## src/rtl/dbk_pkg.sv

```systemverilog
`timescale 1ns/1ps
package dbk_pkg;

    typedef enum logic [1:0] {
        KM_RESTART = 2'b00,
        KM_PASS    = 2'b01,
        KM_LATCH   = 2'b10,
        KM_LATCH_R = 2'b11
    } kill_mode_e;

    typedef struct packed {
        logic hi;   // phase tied to the reference high level
        logic lo;   // phase tied to the reference low level
    } phase_t;

    localparam phase_t PH_OFF = '{hi: 1'b0, lo: 1'b0};

    function automatic phase_t phase_for(input logic lvl);
        return '{hi: lvl, lo: ~lvl};
    endfunction

    function automatic logic mode_latches(input kill_mode_e m);
        return m[1];
    endfunction

endpackage

```

## src/rtl/dbk_release_sync.sv

```systemverilog
`timescale 1ns/1ps
module dbk_release_sync (
    input  logic clk,
    input  logic rst,
    input  logic kill,
    output logic kill_sync,
    output logic mask
);
    logic k_neg;
    logic k_pos;

    // kill sets both stages at once; release ripples fall-edge then rise-edge
    always_ff @(negedge clk or posedge kill) begin
        if (kill)     k_neg <= 1'b1;
        else if (rst) k_neg <= 1'b0;
        else          k_neg <= 1'b0;
    end

    always_ff @(posedge clk or posedge kill) begin
        if (kill)     k_pos <= 1'b1;
        else if (rst) k_pos <= 1'b0;
        else          k_pos <= k_neg;
    end

    assign kill_sync = k_pos;
    assign mask      = kill | k_neg | k_pos;


    release_after_low_chk: assert property (@(posedge clk) disable iff (rst)
        $fell(k_pos) |-> !kill);

endmodule

```

## src/rtl/dbk_core.sv

```systemverilog
`timescale 1ns/1ps
module dbk_core
    import dbk_pkg::*;
#(
    parameter int DB_W = 8
) (
    input  logic            clk,
    input  logic            rst,
    input  logic            enable,
    input  logic            pwm_ref,
    input  logic            kill_s,
    input  kill_mode_e      mode,
    input  logic [DB_W-1:0] db_period,
    output phase_t          ph
);
    localparam logic [DB_W-1:0] CNT_ONE = DB_W'(1);

    logic            pwm_q;
    logic            hold_q;
    logic            off_q;
    logic [DB_W-1:0] cnt_q;
    phase_t          ph_q;
    logic            edge_w;

    assign edge_w = pwm_ref ^ pwm_q;

    always_ff @(posedge clk) begin
        if (rst) begin
            pwm_q  <= 1'b0;
            hold_q <= 1'b1;
            off_q  <= 1'b0;
            cnt_q  <= db_period;
            ph_q   <= PH_OFF;
        end else if (!enable || off_q) begin
            pwm_q  <= pwm_ref;
            hold_q <= 1'b1;
            off_q  <= off_q & enable;
            cnt_q  <= db_period;
            ph_q   <= PH_OFF;
        end else if (kill_s && mode != KM_PASS) begin
            pwm_q  <= pwm_ref;
            hold_q <= 1'b1;
            off_q  <= mode_latches(mode);
            cnt_q  <= db_period;
            ph_q   <= PH_OFF;
        end else begin
            pwm_q <= pwm_ref;
            if (edge_w) begin
                hold_q <= 1'b0;
                cnt_q  <= db_period;
                ph_q   <= (db_period == '0) ? phase_for(pwm_ref) : PH_OFF;
            end else if (hold_q) begin
                cnt_q <= db_period;
                ph_q  <= PH_OFF;
            end else if (cnt_q != '0) begin
                cnt_q <= cnt_q - CNT_ONE;
                if (cnt_q == CNT_ONE) ph_q <= phase_for(pwm_ref);
            end
        end
    end

    assign ph = ph_q;


    phase_overlap_chk: assert property (@(posedge clk) disable iff (rst)
        !(ph_q.hi && ph_q.lo));


    hi_level_chk: assert property (@(posedge clk) disable iff (rst)
        ph_q.hi |-> pwm_q);


    disabled_quiet_chk: assert property (@(posedge clk) disable iff (rst)
        !enable |=> (ph_q == PH_OFF));


    latch_hold_chk: assert property (@(posedge clk) disable iff (rst)
        (off_q && enable) |=> off_q);


    restart_clear_chk: assert property (@(posedge clk) disable iff (rst)
        (enable && kill_s && mode == KM_RESTART) |=> (hold_q && ph_q == PH_OFF));

endmodule

```

## src/rtl/deadband_kill.sv

```systemverilog
`timescale 1ns/1ps
module deadband_kill
    import dbk_pkg::*;
#(
    parameter int DB_W = 8
) (
    input  logic            clk,
    input  logic            rst,
    input  logic            enable,
    input  logic            pwm_ref,
    input  logic            kill,
    input  logic [DB_W-1:0] db_period,
    input  logic [1:0]      kill_mode,
    output logic            phi1,
    output logic            phi2
);
    logic   kill_sync;
    logic   mask;
    phase_t ph;

    dbk_release_sync u_rel (
        .clk       (clk),
        .rst       (rst),
        .kill      (kill),
        .kill_sync (kill_sync),
        .mask      (mask)
    );

    dbk_core #(.DB_W(DB_W)) u_core (
        .clk       (clk),
        .rst       (rst),
        .enable    (enable),
        .pwm_ref   (pwm_ref),
        .kill_s    (kill_sync),
        .mode      (kill_mode_e'(kill_mode)),
        .db_period (db_period),
        .ph        (ph)
    );

    assign phi1 = ph.hi & ~mask;
    assign phi2 = ph.lo & ~mask;


    kill_forces_low_chk: assert property (@(posedge clk) disable iff (rst)
        kill |-> (!phi1 && !phi2));

endmodule

```

## config.mk

```make
export PLATFORM = sky130hd
export DESIGN_NAME = deadband_kill
export DESIGN_NICKNAME = d
export VERILOG_FILES = /design/src/rtl/dbk_pkg.sv /design/src/rtl/dbk_release_sync.sv /design/src/rtl/dbk_core.sv /design/src/rtl/deadband_kill.sv
export SDC_FILE = /design/constraint.sdc
export NUM_CORES = 1
export LEC_CHECK = 0
export BUFFER_PORTS_ARGS = -buffer_cell sky130_fd_sc_hd__buf_2
export CAP_MARGIN = 10
export CORE_UTILIZATION = 50
export CTS_CLUSTER_DIAMETER = 120
export DETAILED_ROUTE_END_ITERATION = 12
export GPL_ROUTABILITY_DRIVEN = 0
export PLACE_DENSITY = 0.74
export SLEW_MARGIN = 20
export SYNTH_ARGS = -nofsm -noshare
export SYNTH_HDL_FRONTEND = slang
export SYNTH_HIERARCHICAL = 1
export SYNTH_SLANG_ARGS = --single-unit
```

## constraint.sdc

```tcl
create_clock -name clk -period 2.9 [get_ports clk]
set_input_delay 0.58 -clock clk [delete_from_list [all_inputs] [get_ports clk]]
set_output_delay 0.58 -clock clk [all_outputs]
set_load 0.02 [all_outputs]
```

==> results.yml <==
clocking:
  cts_tree: "done"
  clock_path_buffers: 2
  htreeDepth: 1
  root_buffer: "clkbuf_4"
  post-cts-setup-buffers: 0
  cts_buffers: 3
  path_clk_slew_ns: 0.10
  clock_latency_ns: 0.34
  clkSinkCount: 15
placement:
  place_area_um2: 963
  place.port_buffers: 16
  dp_hpwl_um: 1180
  placed_cells: 115
final_layout:
  fin_cells: 119
  fillers: 132
  antennaDiodeCount: 0
  finalInstanceArea_um2: 1000
  nNetsFinal: 122
  final_cell_mix: "14 x buf_2, 9 x a21oi_1, 8 x nor2_1, 8 x edfxtp_1, 6 x inv_1"
  drive_above_1_share: 0.311
  layout_commonest_cell: "buf_2"
  syn_to_final_growth_pct: 18.5
setup_path:
  ff2ff_setup_slack_ns: 0.69
  start_kind: "flip-flop"
  reg2reg_from: "u_rel/k_neg"
  rr_worst_depth: 1
  crit_family: "simple AND/OR/NAND/NOR gates"
  path_cells: "or3_4 -> nor2b_4 -> buf_6"
  critPathKind: "reg -> out"
  critPathMaxFanout: 2
  worstPathBufferInverterCount: 1
  path_depth: 3
  cp.required_ns: 2.32
  endpoint: "phi1"
  cp-end-kind: "output port"
  cp_data_arrival_time_ns: 2.77
  cp_slowest_cell: "or3_4"
  critPathMaxStageDelay_ns: 0.39
  reg2reg_to: "u_rel/kill_sync"
  critPathLaunch: "u_rel/k_neg"
yosys:
  synth_compound_area_frac: 0.152
  syn_avg_cell_area_um2: 10.2
  ys.flop_type: "edfxtp_1"
  seq_area_frac_synth: 0.464
  syn-cell-area_um2: 847
  synthCells: 83
  synth.area.mux_share: 0.0133
  yosys.area.top_type: "edfxtp_1"
  synthXorXnorAreaFrac: 0.0724
  ys_async_sr_fraction: 0.133
  synth_top_area_share: 0.284
  synth_fa_ha_area_frac: 0.0443
  yosys-top-cells-area: "edfxtp_1 28%, dfxtp_1 12%, dfstp_2 6.2%"
  yosys_warnings: 6
  synth_edf_count: 8
  synthSimpleGateAreaFrac: 0.210
  yosysUniqueCellTypes: 30
  synth_top_family_by_area: "simple AND/OR/NAND/NOR gates"
  synth_fp_nets: 101
  synth_seq_cells: 15
die:
  rows: 14
  die_x_um: 43.2
  start_util: 0.550
  die_h_um: 43.2
  core_area_um2: 1540
  pin_count: 17
  dieArea_um2: 1860
sta:
  slew_headroom: 0.641
  rsz0062_at_grt: "true"
  tightest_slew_ns: 0.533
  hold_viol_final: 0
  hold_ws_ns: 0.308
  setup_viol_count_final: 2
  finalMaxSlewViolations: 0
  finClkSkew_ns: 0.0564
  setup_slack_ns: -0.454
routing:
  drc: 0
  antenna_left: 0
  vias_per_cell: 5.56
  first_pass_iters: 4
  wl_per_cell_um: 13.1
  drt_iter0_drc: 18
  drt_wl_total_um: 1550
  vias: 662
power_and_ir_drop:
  ir_drop_uv: 318
  p_leak_nw: 0.387
  power_per_cell_area_nw_per_um2: 425
global_routing:
  grt_pass1_vias: 611
  overflow: 0
  grt_max_degree: 10
  antenna_found_initial: 0
  grt_pass1_wl_um: 2790
  grt_usage: 0.206
run:
  drv_cap: 0
status:
  violations: "setup timing"
  status: "finished with violations"
worst_hold_path:
  holdCritPathClass: "in -> async"
-- worst min path at each step --
stage,to,start,cells past startpoint
finish,u_rel/kill_sync,kill,2
global route,u_rel/kill_sync,kill,2
CTS,u_rel/kill_sync,kill,2
detailed placement,u_core/ph[1],u_core/ph[1],2
global placement,u_core/ph[1],u_core/ph[1],2
floorplan,u_core/ph[0],u_core/ph[0],2
-- flip-flops by register name (all words and copies together) (netlist names) --
signal           count
u_core/cnt_q         8
u_core/ph            2
u_core/hold_q        1
u_core/off_q         1
u_core/pwm_q         1
u_rel/k_neg          1
u_rel/kill_sync      1
-- cells by family (layout without fill, tap and decap cells) --
family	after synthesis	after routing
XOR/XNOR	7	7
AO/OA/AOI/OAI	18	18
other	1	1
flip-flops	15	15
multiplexers	1	1
adder cells (fa/ha/maj)	3	3
AND/OR/NAND/NOR	31	31
buffers and inverters	7	27
-- timing repair --
action / 4_1_cts / 5_1_grt
hold buffers: 0 / 0
resized for setup: 4 / 0
endpoints found under the hold margin: 0 / 0
pin swaps: 0 / 0
endpoints found under the setup margin: 2 / 2
-- power breakdown --
part | switching [W] | leakage (nW) | internal, W
combinational | 0.0000272 | 0.217 | 0.0000264
clock | 0.0000722 | 0.0230 | 0.0000529
sequential | 0.0000119 | 0.146 | 0.000236
total | 0.000111 | 0.387 | 0.000315
-- per-layer routing --
metal,vias to the layer above,track usage,part of all wire
met4,0,0.0909,0.0064
met1,301,0.285,0.48
li1,341,-,-
met5,-,0,0
met3,2,0.0383,0.048
met2,18,0.310,0.47
-- Yosys cell counts (all sizes together) (3+ instances only) --
library cell and number:
a21oi 11, dfxtp 5, edfxtp 8, ha 3
inv 6, nand3 3, nor2 8, nor2b 4
nor4 4, o21ai 3, xnor2 4, xor2 3
-- stage by stage --
step	setup WS, ns	total power (W)	utilization	setup TNS (ns)
6_report	-0.454	0.000427	0.651	-0.900
4_1_cts	-0.460	0.000430	0.651	-0.918
3_5_place_dp	-0.127	0.000309	0.625	-0.252
5_1_grt	-0.521	0.000450	0.651	-1.03
3_3_place_gp	-0.119	0.000307	0.625	-0.239
2_1_floorplan	-0.0385	0.000289	-	-0.0770
-- layout make-up --
type | count | area [µm²] | area share
well taps | 16 | 20.0 | 0.0200
repair buffers | 17 | 100 | 0.0998
clock inverters | 2 | 8.76 | 0.00873
inverters | 5 | 18.8 | 0.0187
clock buffers | 3 | 22.5 | 0.0224
flip-flops and latches | 15 | 393 | 0.392
multi-input cells | 61 | 440 | 0.439
No activity file was read; power rests on OpenSTA's default activity.
